$ cat config.mk
export PLATFORM = sky130hd
export DESIGN_NAME = branch_resolve
export DESIGN_NICKNAME = d
export VERILOG_FILES = /design/src/rtl/branch_resolve.sv
export SDC_FILE = /design/constraint.sdc
export NUM_CORES = 1
export LEC_CHECK = 0
export BUFFER_PORTS_ARGS = -buffer_cell sky130_fd_sc_hd__buf_4
export CORE_ASPECT_RATIO = 1.4
export CORE_MARGIN = 1
export CORE_UTILIZATION = 28
export DETAILED_ROUTE_END_ITERATION = 10
export GPL_ROUTABILITY_DRIVEN = 0
export HOLD_SLACK_MARGIN = 0.12
export PLACE_DENSITY_LB_ADDON = 0.15
export SLEW_MARGIN = 20
export SYNTH_ARGS = -nofsm -noshare
export SYNTH_HDL_FRONTEND = slang
export SYNTH_SLANG_ARGS = --single-unit
$ cat constraint.sdc
create_clock -name clk -period 1.7 [get_ports clk]
set_input_delay 0.085 -clock clk [delete_from_list [all_inputs] [get_ports clk]]
set_output_delay 0.085 -clock clk [all_outputs]
set_load 0.005 [all_outputs]
$ cat src/rtl/branch_resolve.sv
module branch_resolve #(
  parameter int AW = 24,
  parameter int DW = 12
) (
  input  logic          clk,
  input  logic          rst_n,
  input  logic          in_valid,
  output logic          in_ready,
  input  logic [31:0]   instr,
  input  logic [1:0]    cc,
  input  logic [31:0]   opnd_a,
  input  logic [31:0]   opnd_b,
  input  logic [AW-1:0] seq_addr,
  input  logic          drain_done,
  output logic          serialize_req,
  output logic          out_valid,
  output logic          out_taken,
  output logic [AW-1:0] out_next,
  output logic          out_illegal
);
  localparam logic [7:0] OP_REG = 8'h07;
  localparam logic [7:0] OP_IDX = 8'h47;

  logic [7:0]    opc;
  logic [3:0]    mask, fld_a, fld_b;
  logic [DW-1:0] disp;
  logic          is_reg, is_idx, hit, take, sync_op, accept, waiting;
  logic [AW-1:0] idx_tgt, tgt, held_seq;

  assign opc   = instr[31:24];
  assign mask  = instr[23:20];
  assign fld_a = instr[19:16];
  assign fld_b = instr[15:12];
  assign disp  = instr[DW-1:0];

  assign is_reg  = opc == OP_REG;
  assign is_idx  = opc == OP_IDX;
  assign hit     = mask[2'd3 - cc];
  assign sync_op = is_reg && (&mask) && fld_a == 4'd0;
  assign take    = hit && (is_idx || (is_reg && fld_a != 4'd0));

  assign idx_tgt = (fld_a != 4'd0 ? opnd_a[AW-1:0] : '0)
                 + (fld_b != 4'd0 ? opnd_b[AW-1:0] : '0)
                 + {{(AW-DW){1'b0}}, disp};
  assign tgt     = is_idx ? idx_tgt : opnd_a[AW-1:0];

  assign in_ready      = !waiting;
  assign serialize_req = waiting;
  assign accept        = in_valid && in_ready;

  always_ff @(posedge clk or negedge rst_n) begin
    if (!rst_n) begin
      waiting     <= 1'b0;
      held_seq    <= '0;
      out_valid   <= 1'b0;
      out_taken   <= 1'b0;
      out_next    <= '0;
      out_illegal <= 1'b0;
    end else begin
      out_valid <= 1'b0;
      if (waiting) begin
        if (drain_done) begin
          waiting     <= 1'b0;
          out_valid   <= 1'b1;
          out_taken   <= 1'b0;
          out_next    <= held_seq;
          out_illegal <= 1'b0;
        end
      end else if (accept) begin
        if (sync_op) begin
          waiting  <= 1'b1;
          held_seq <= seq_addr;
        end else begin
          out_valid   <= 1'b1;
          out_taken   <= take;
          out_next    <= take ? tgt : seq_addr;
          out_illegal <= !(is_reg || is_idx);
        end
      end
    end
  end
endmodule

# Word level (Yosys, flattened, before mapping)
# Cells that the tools add are included.
word_totals:
  register_bits: 52
  latch_bits: 0
  ram_bits: 0
  mem_bits_ro: 0
  in_bits: 126
  output_inout_bits: 29
  wordCells: 56
  mem_count: 0
classes:
  add_sub_neg: 3
  n_mul: 0
  div_mod_pow: 0
  magnitude_cmp: 1
  n_eq_ne: 4
  n_shift: 0
  muxes: 25
  n_bitwise: 1
  n_reduce_logical: 16
op_table:
  columns: ["op", "n"]
  rows:
  - ["2-to-1 mux 24 bit", 8]
  - ["adder 24 x 12 -> 24 bit", 1]
  - ["adder 24 bit", 1]
  - ["2-to-1 mux 1 bit", 16]
  - ["== test 8 x 3 -> 1 bit, second input constant", 1]
  - ["== test 8 x 7 -> 1 bit, second input constant", 1]
  - ["nonzero test 4 bit", 2]
  - ["AND reduction 3 bit", 2]
  - ["logical AND 1 bit", 5]
  - ["zero test 4 bit", 1]
  - ["AND reduction 4 bit", 1]
  - ["less-than comparator 2 x 3 -> 1 bit, second input constant", 1]
  - ["binary-select mux 1 bit (select 2 bit)", 1]
  - ["zero test 1 bit", 2]
  - ["logical OR 1 bit", 2]
  - ["!= test 2 x 1 -> 1 bit, second input constant", 1]
  - ["!= test 2 bit, second input constant", 1]
  - ["nonzero test 2 bit", 1]
  - ["subtractor 2 bit, first input constant", 1]
  - ["NOT 1 bit", 1]

# Longest topological paths before layout
# Gate-level depths: netlist of run 1.
depth:
  depth_word: 9
  ltp_mapped: 17
  mapped_depth_nobuf: 16

# Least setup slack after synthesis of run 1
# No wires, ideal clock.
synth_timing:
  path_kind: "in2reg"
  from: "input port instr[15]"
  to: "register out_next[21]"
  setup_time_ns: 0.082
  t_arrival_ns: 3.338
  t_required_ns: 1.618
  slack_ns: -1.720
  stages: 15
  n_path_buf: 2
  path_cell_list: "nor4_1 -> clkbuf_1 -> nor2b_1 -> fa_1 -> ha_1 -> buf_2 -> o21a_1 -> o211ai_1 -> a311o_1 -> a31oi_1 -> o21ai_1 -> o21ai_1 -> o22ai_1 -> xor2_1 -> a31oi_1"
synth_between:
  elab_chain_cells: 9
synth_lines:
  columns: ["element", "line_no", "source"]
  rows:
  - ["from (decl)", "9", "input logic [31:0] instr,"]
  - ["nonzero test 4 bit", "43", "+ (fld_b != 4'd0 ? opnd_b[AW-1:0] : '0)"]
  - ["2-to-1 mux 24 bit", "43", null]
  - ["adder 24 bit", "43", null]
  - ["adder 24 x 12 -> 24 bit", "44", "+ {{(AW-DW){1'b0}}, disp};"]
  - ["2-to-1 mux 24 bit", "45", "assign tgt = is_idx ? idx_tgt : opnd_a[AW-1:0];"]
  - ["2-to-1 mux 24 bit", "76", "out_next <= take ? tgt : seq_addr;"]
  - ["2-to-1 mux 24 bit", "70", "if (sync_op) begin"]
  - ["2-to-1 mux 24 bit", "69", "end else if (accept) begin"]
  - ["2-to-1 mux 24 bit", "61", "if (waiting) begin"]
  - ["to (signal assigned)", "66", "out_next <= held_seq;"]
  - ["to (signal assigned)", "76", null]
  - ["to (decl)", "18", "output logic [AW-1:0] out_next,"]
# No other way between the ends. The select of a mux whose other input is x is not followed.
# A chain may end at the register's enable or synchronous reset.

# Worst setup path after layout of run 1
layout_timing:
  from: "input port instr[16]"
  to: "register out_next[23]"
layout_between:
  elab_chain_cells: 9
  elab_cells_between_ends: 16
  classes_between: "2 x add/sub; 1 x eq/ne; 6 x mux; 7 x reduce/logical"
layout_lines:
  columns: ["element", "line_no", "source"]
  rows:
  - ["nonzero test 4 bit", "40, 42", null]
  - ["2-to-1 mux 24 bit", "42", "assign idx_tgt = (fld_a != 4'd0 ? opnd_a[AW-1:0] : '0)"]
  - ["adder 24 bit", "43", null]
  - ["adder 24 x 12 -> 24 bit", "44", null]
  - ["2-to-1 mux 24 bit", "45", null]
  - ["2-to-1 mux 24 bit", "76", null]
  - ["2-to-1 mux 24 bit", "70", null]
  - ["2-to-1 mux 24 bit", "69", null]
  - ["2-to-1 mux 24 bit", "61", null]
# Parallel ways exist; a longest one is shown, timed or not. The select of a mux whose other input is x is not followed.

==> results of run 1 <==
[cells in the final DEF, fill, tap and decap left out, drive strengths merged, types with 4 or more instances in the layout]
cell	instances
buf	255
mux2	24
o21ai	40
a211oi	11
nor3b	6
dlygate4sd3	28
nor2b	49
and2	9
xnor2	7
nand3	5
xor2	7
a311oi	4
clkbuf	5
a31oi	7
o21a	6
nand2	47
o211ai	5
a21o	10
and3	5
o22ai	5
nor3	6
fa	13
dfrtp	52
nor2	23
nand2b	6
a21oi	35
inv	11
ha	33
nand4	4
[metal layers]
metal | global-route usage, % | vias up | routed length [um]
met2 | 35.4 | 98 | 8140
li1 | - | 2314 | -
met3 | 1.25 | 18 | 358
met4 | 6.28 | 0 | 321
met5 | 0 | - | 0
met1 | 23.3 | 2287 | 6570
[registers in the layout, summed over array words and instances, names as in the netlist]
name	cells
held_seq	24
out_illegal	1
out_next	24
out_taken	1
out_valid	1
serialize_req	1
[power groups by stage]
stage | registers (mW) | clock network (mW) | logic, mW
global placement | 1.36 | 0 | 1.72
detailed placement | 1.36 | 0 | 1.73
finish | 1.34 | 1.11 | 2.40
global route | 1.34 | 1.19 | 2.60
floorplan | 1.35 | 0 | 0.908
CTS | 1.34 | 1.14 | 2.14
[stage by stage]
step	power [mW]	hold slack (ns)	util, %
final	4.84	0.190	49.1
after global routing	5.13	0.223	49.1
after CTS	4.61	0.201	47.1
after floorplan	2.26	-0.211	-
after global placement	3.08	0.156	41.2
after detailed placement	3.09	0.168	41.2
[worst min-delay path: stages]
cell and delay (ns):
sky130_fd_sc_hd__buf_4 0.08, sky130_fd_sc_hd__buf_4 0.09, sky130_fd_sc_hd__mux2i_1 0.06, sky130_fd_sc_hd__o22ai_1 0.11
[cell families after synthesis]
| group | share of synthesized area, % |
|---|---|
| AO/OA/AOI/OAI | 21.2 |
| XOR/XNOR | 2.76 |
| adder cells (fa/ha/maj) | 15.2 |
| buffers and inverters | 3.30 |
| flip-flops | 29.3 |
| multiplexers | 7.27 |
| AND/OR/NAND/NOR | 21.1 |
[cell type report]
class                      count  area (um2)
clock buffer                   5         125
clock inverter                 1        30.0
fill                        1444        7910
inverter                      11        43.8
multi-input combinational    407        3560
sequential                    52        1300
tap                          196         245
timing repair buffer         283        2320
[path summary, 6_finish.rpt]
check,start,endpoint,slack (ns),cells past startpoint
hold / removal,opnd_a[20],out_next[20]$_DFFE_PN0P_,0.19,4
max in group asynchronous,rst_n,out_next[2]$_DFFE_PN0P_,0.85,2
setup reg to reg,serialize_req$_DFF_PN0_,out_next[23]$_DFFE_PN0P_,-0.31,9
min in group asynchronous,rst_n,out_valid$_DFF_PN0_,0.38,2
setup / recovery,instr[16],out_next[23]$_DFFE_PN0P_,-1.49,17
hold reg to reg,out_next[7]$_DFFE_PN0P_,out_next[7]$_DFFE_PN0P_,0.49,2
[cell usage after synthesis (4+ instances only)]
cell / count / share of area (%)
sky130_fd_sc_hd__a211oi_1: 11 / 1.9
sky130_fd_sc_hd__a21o_1: 10 / 1.7
sky130_fd_sc_hd__a21oi_1: 35 / 3.9
sky130_fd_sc_hd__a311oi_1: 4 / 0.79
sky130_fd_sc_hd__a31oi_1: 7 / 0.99
sky130_fd_sc_hd__and2_1: 8 / 1.1
sky130_fd_sc_hd__and3_1: 5 / 0.70
sky130_fd_sc_hd__buf_2: 4 / 0.45
sky130_fd_sc_hd__clkbuf_1: 19 / 1.6
sky130_fd_sc_hd__dfrtp_1: 52 / 29
sky130_fd_sc_hd__fa_1: 13 / 5.9
sky130_fd_sc_hd__ha_1: 33 / 9.3
sky130_fd_sc_hd__inv_1: 10 / 0.85
sky130_fd_sc_hd__mux2_2: 24 / 6.1
sky130_fd_sc_hd__nand2_1: 47 / 4.0
sky130_fd_sc_hd__nand2b_1: 6 / 0.85
sky130_fd_sc_hd__nand3_1: 5 / 0.56
sky130_fd_sc_hd__nand4_1: 4 / 0.56
sky130_fd_sc_hd__nor2_1: 23 / 1.9
sky130_fd_sc_hd__nor2b_1: 49 / 6.9
sky130_fd_sc_hd__nor3_1: 6 / 0.68
sky130_fd_sc_hd__nor3b_1: 6 / 1.0
sky130_fd_sc_hd__o211ai_1: 5 / 0.85
sky130_fd_sc_hd__o21a_1: 6 / 1.0
sky130_fd_sc_hd__o21ai_0: 38 / 4.3
sky130_fd_sc_hd__o22ai_1: 5 / 0.70
sky130_fd_sc_hd__xnor2_1: 7 / 1.4
sky130_fd_sc_hd__xor2_1: 7 / 1.4
[timing repair]
action                     4_1_cts  5_1_grt
hold buffers                    28        0
cloned                           0        0
hold endpoints to repair        82        0
setup endpoints to repair       24       27
gates resized for setup         83       52
buffers inserted                15       12
pin swaps                       71       68
==> impl_metrics.yaml, run 1 <==
synthesis:
  post_synth_instance_area_um2: 4440
  synth_cell_types: 58
  async_reset_ff_share_pct: 100
  mean_syn_cell_area_um2: 8.99
  synth_warnings: 0
  post_synth_inst_count: 494
  yosys_most_used_dff: "sky130_fd_sc_hd__dfrtp_1"
  mappedNetlistNets: 666
  synth_enable_flop_cells: 0
  synth.yosys.seq_area_share_pct: 29.3
  yosys_register_bits: 52
setup_path:
  cpPeakStageDelay_ns: 0.58
  path_cells: "buf_6 -> nor4_4 -> buf_4 -> nor2b_4 -> fa_1 -> ha_4 -> inv_2 -> fa_2 -> nor2b_4 -> o31ai_4 -> a311o_1 -> nand3_2 -> a31oi_4 -> o21ai_2 -> xnor2_1 -> a31o_1 -> a31o_1"
  crit_family: "compound AO/OA/AOI/OAI gates"
  cpMaxStageDelayCell: "sky130_fd_sc_hd__fa_1"
  worst-path-max-fanout: 3
  crit_path_start_kind: "primary input"
  critPathCaptureType: "register"
  worst-endpoint-arrival_ns: 3.37
  timing_worst_setup_path_type: "primary input to register"
  critPathRequiredTime_ns: 1.88
  cp_num_buf_inv: 3
die:
  die_area_um2: 16400
  core_um2: 15500
  num_io_pins: 155
  die_height_um: 151
  dieWidth_um: 108
  floorplan.initialDensity_pct: 28.6
  floorplan.rows: 54
pwr:
  internal_power_mw: 3.29
  sequential_share_of_power_pct: 27.6
  ir_worst_vdd_uv: 400
  clkPwrFrac_pct: 22.9
  p_comb_share_pct: 49.5
  power_switching_share_pct: 32.1
  leakage_nw: 3.57
  switchingPower_mw: 1.55
  power.density_nw_per_um2: 635
routing:
  routed_wire_length_per_instance_um: 16.1
  via_cell_ratio: 4.94
  drt_iter0_markers: 127
  detail_route.first_pass.iterations: 4
  route.antenna.remaining_nets: 0
  remaining_drc_errors: 0
  totalWireLength_mm: 15.4
  routed_vias: 4717
outcome:
  outcome: "finished with violations"
  violated_checks: "negative setup slack"
cts:
  tritoncts_num_sinks: 52
  clk-insertion-delay-late_ns: 0.29
  numCtsBuffers: 5
  clock_tree_root_buffer_cell: "sky130_fd_sc_hd__clkbuf_16"
  clk_path_buf_depth: 2
  cts_h_tree_lvls: 2
  clk_pin_slew_worst_paths_ns: 0.07
  tritoncts: "built"
timing:
  max_slew_margin_pct: 53.8
  worst_case_clock_skew_ns: 0.00280
  layout_worst_path_cycle_share_pct: 188
  final_critical_path_setup_slack_ns: -1.49
  hold_viol: 0
  period_minus_ws_final_ns: 3.19
  fmax_ghz: 0.313
  setup-tns-final_ns: -25.96
  grt_setup_unrepaired: "true"
  finalMaxSlewViolations: 0
  timing_worst_slew_pin_value_ns: 0.693
  finalSetupViolations: 23
grt:
  global_route_wire_length_before_repair_mm: 24.4
  grt_remaining_overflow: 0
  grt_pass1_vias: 4965
  largest_net_degree_at_the_start_of_global_routing: 53
  grt_antenna_before_repair: 0
  grt.total_usage_pct: 19.2
layout:
  post-route-cell-area_um2: 7630
  nNetsFinal: 932
  area_growth_syn_to_layout_pct: 71.7
  final_layout_size_suffix_gt1_share_pct: 48.7
  layoutNonFillerInstCount: 955
  n_antenna_cell: 0
placed_design:
  postPlaceCellArea_um2: 6400
  place_worst_setup_slack_ns: -1.86
  post-dp-hpwl_mm: 12.0
  numPortBuffers: 138
  placed_cells_incl_taps: 900
hold_path:
  timing.hold.worst.class: "primary input to register"
flow_run:
  drv_cap: 0
Power figures use the tool's default switching activity.
==> run 2, diff against run 1 <==
CTS_CLUSTER_SIZE = 12   (was not set)
SKIP_CTS_REPAIR_TIMING = 1   (was not set)
==> impl_metrics.yaml, run 2 (synthesis results as in run 1) <==
outcome:
  outcome: "finished with violations"
  violated_checks: "negative setup slack"
layout:
  final_core_utilization_pct: 47.7
  most-common-layout-cells: "230 x sky130_fd_sc_hd__buf_4, 52 x sky130_fd_sc_hd__dfrtp_1, 45 x sky130_fd_sc_hd__nand2_1"
  nNetsFinal: 924
  reg_top3: "held_seq (24), out_next (24)"
  layoutNonFillerInstCount: 947
  final_layout_size_suffix_gt1_share_pct: 46.7
  area_growth_syn_to_layout_pct: 66.9
  layout.cells.most_common: "sky130_fd_sc_hd__buf_4"
  n_antenna_cell: 0
routing:
  remaining_drc_errors: 0
  detail_route.first_pass.iterations: 4
  routed_wire_length_per_instance_um: 16.0
  route.antenna.remaining_nets: 0
  totalWireLength_mm: 15.1
  drt_iter0_markers: 118
  via_cell_ratio: 4.90
  routed_vias: 4644
cts:
  numCtsBuffers: 5
  cts_h_tree_lvls: 2
  tritoncts: "built"
  clock_tree_root_buffer_cell: "sky130_fd_sc_hd__clkbuf_16"
  clk_path_buf_depth: 2
  clk_pin_slew_worst_paths_ns: 0.06
  clk-insertion-delay-late_ns: 0.29
  tritoncts_num_sinks: 52
flow_run:
  drv_cap: 0
hold_path:
  min-delay-start: "opnd_a[22]"
  timing.hold.worst_path_depth: 4
  timing.hold.worst.class: "primary input to register"
  worstHoldEndpoint: "out_next[22]$_DFFE_PN0P_"
setup_path:
  worst-endpoint-arrival_ns: 3.35
  r2r-end: "out_next[23]$_DFFE_PN0P_"
  critPathCaptureType: "register"
  regToRegSetupSlack_ns: -0.33
  worst_r2r_startpoint: "serialize_req$_DFF_PN0_"
  crit_path_start_kind: "primary input"
  r2r.worst_path.cells: 9
  crit_family: "compound AO/OA/AOI/OAI gates"
  cp_num_buf_inv: 3
  cpPeakStageDelay_ns: 0.58
  cpMaxStageDelayCell: "sky130_fd_sc_hd__fa_1"
  worst-path-max-fanout: 5
  path_cells: "buf_6 -> nor4_4 -> buf_4 -> buf_6 -> and2b_1 -> fa_1 -> ha_4 -> nor2b_4 -> o31ai_4 -> a311o_1 -> nand3_2 -> a31oi_4 -> o21ai_2 -> xnor2_2 -> a31o_1 -> a31o_1"
  critPathRequiredTime_ns: 1.88
  timing_worst_setup_path_type: "primary input to register"
grt:
  grt_antenna_before_repair: 0
  grt_pass1_vias: 4674
  grt_remaining_overflow: 0
  largest_net_degree_at_the_start_of_global_routing: 53
  global_route_wire_length_before_repair_mm: 22.7
  grt.total_usage_pct: 17.9
die:
  die_area_um2: 16400
  dieWidth_um: 108
  die_height_um: 151
  floorplan.rows: 54
  floorplan.initialDensity_pct: 28.6
  core_um2: 15500
  num_io_pins: 155
timing:
  final_critical_path_setup_slack_ns: -1.47
  layout_worst_path_cycle_share_pct: 186
  max_slew_margin_pct: 54.6
  finalMaxSlewViolations: 0
  timing_worst_slew_pin_value_ns: 0.681
  fmax_ghz: 0.316
  worst_case_clock_skew_ns: 0.00459
  grt_setup_unrepaired: "true"
  hold_viol: 0
  setup-tns-final_ns: -26.00
  finalSetupViolations: 23
  period_minus_ws_final_ns: 3.17
placed_design:
  place_worst_setup_slack_ns: -1.86
  post-dp-hpwl_mm: 12.0
  numPortBuffers: 138
  placed_cells_incl_taps: 900
pwr:
  power.density_nw_per_um2: 626
  leakage_nw: 3.49
  ir_worst_vdd_uv: 409
run 2: metal layers:
| metal | vias to the layer above | wire length, um | share of wire, % | GRT usage, % |
|---|---|---|---|---|
| met4 | 0 | 296 | 2.0 | 6.08 |
| met2 | 92 | 7940 | 53 | 32.8 |
| met3 | 18 | 421 | 2.8 | 1.25 |
| met5 | - | 0 | 0 | 0 |
| li1 | 2300 | - | - | - |
| met1 | 2234 | 6450 | 43 | 21.7 |
run 2: stage by stage:
step / instance area, um2 / power [mW] / hold slack (ns)
floorplan: 4490 / 2.26 / -0.211
global placement: 6400 / 3.08 / 0.156
detailed placement: 6400 / 3.09 / 0.168
CTS: 6550 / 4.21 / -0.143
global route: 7410 / 4.92 / 0.232
finish: 7410 / 4.64 / 0.200
run 2: power by group:
part	switching [mW]	internal (mW)
Combinational	0.992	1.20
Sequential	0.0420	1.29
Clock	0.439	0.679
run 2: worst max-delay path by stage:
| stage | startpoint | to | cells after the start |
|---|---|---|---|
| after floorplan | instr[16] | out_next[22]$_DFFE_PN0P_ | 13 |
| after global placement | instr[16] | out_next[12]$_DFFE_PN0P_ | 15 |
| after detailed placement | instr[16] | out_next[12]$_DFFE_PN0P_ | 15 |
| after CTS | instr[16] | out_next[12]$_DFFE_PN0P_ | 15 |
| after global routing | instr[19] | out_next[23]$_DFFE_PN0P_ | 16 |
| final | instr[19] | out_next[23]$_DFFE_PN0P_ | 16 |
run 2: final cells by class:
| class | count | area (um2) |
|---|---|---|
| fill | 1495 | 8130 |
| multi-input combinational | 407 | 3440 |
| timing repair buffer | 275 | 2220 |
| sequential | 52 | 1300 |
| tap | 196 | 245 |
| clock buffer | 5 | 125 |
| inverter | 11 | 43.8 |
| clock inverter | 1 | 30.0 |
run 2: worst register-to-register path: stages (launching register included):
cell and delay (ns):
sky130_fd_sc_hd__dfrtp_1 0.40, sky130_fd_sc_hd__nor2b_2 0.16, sky130_fd_sc_hd__or2b_4 0.29, sky130_fd_sc_hd__and2_1 0.21
sky130_fd_sc_hd__buf_4 0.16, sky130_fd_sc_hd__buf_4 0.16, sky130_fd_sc_hd__nand2_1 0.06, sky130_fd_sc_hd__o21ai_0 0.09
sky130_fd_sc_hd__a31o_1 0.20, sky130_fd_sc_hd__a31o_1 0.18
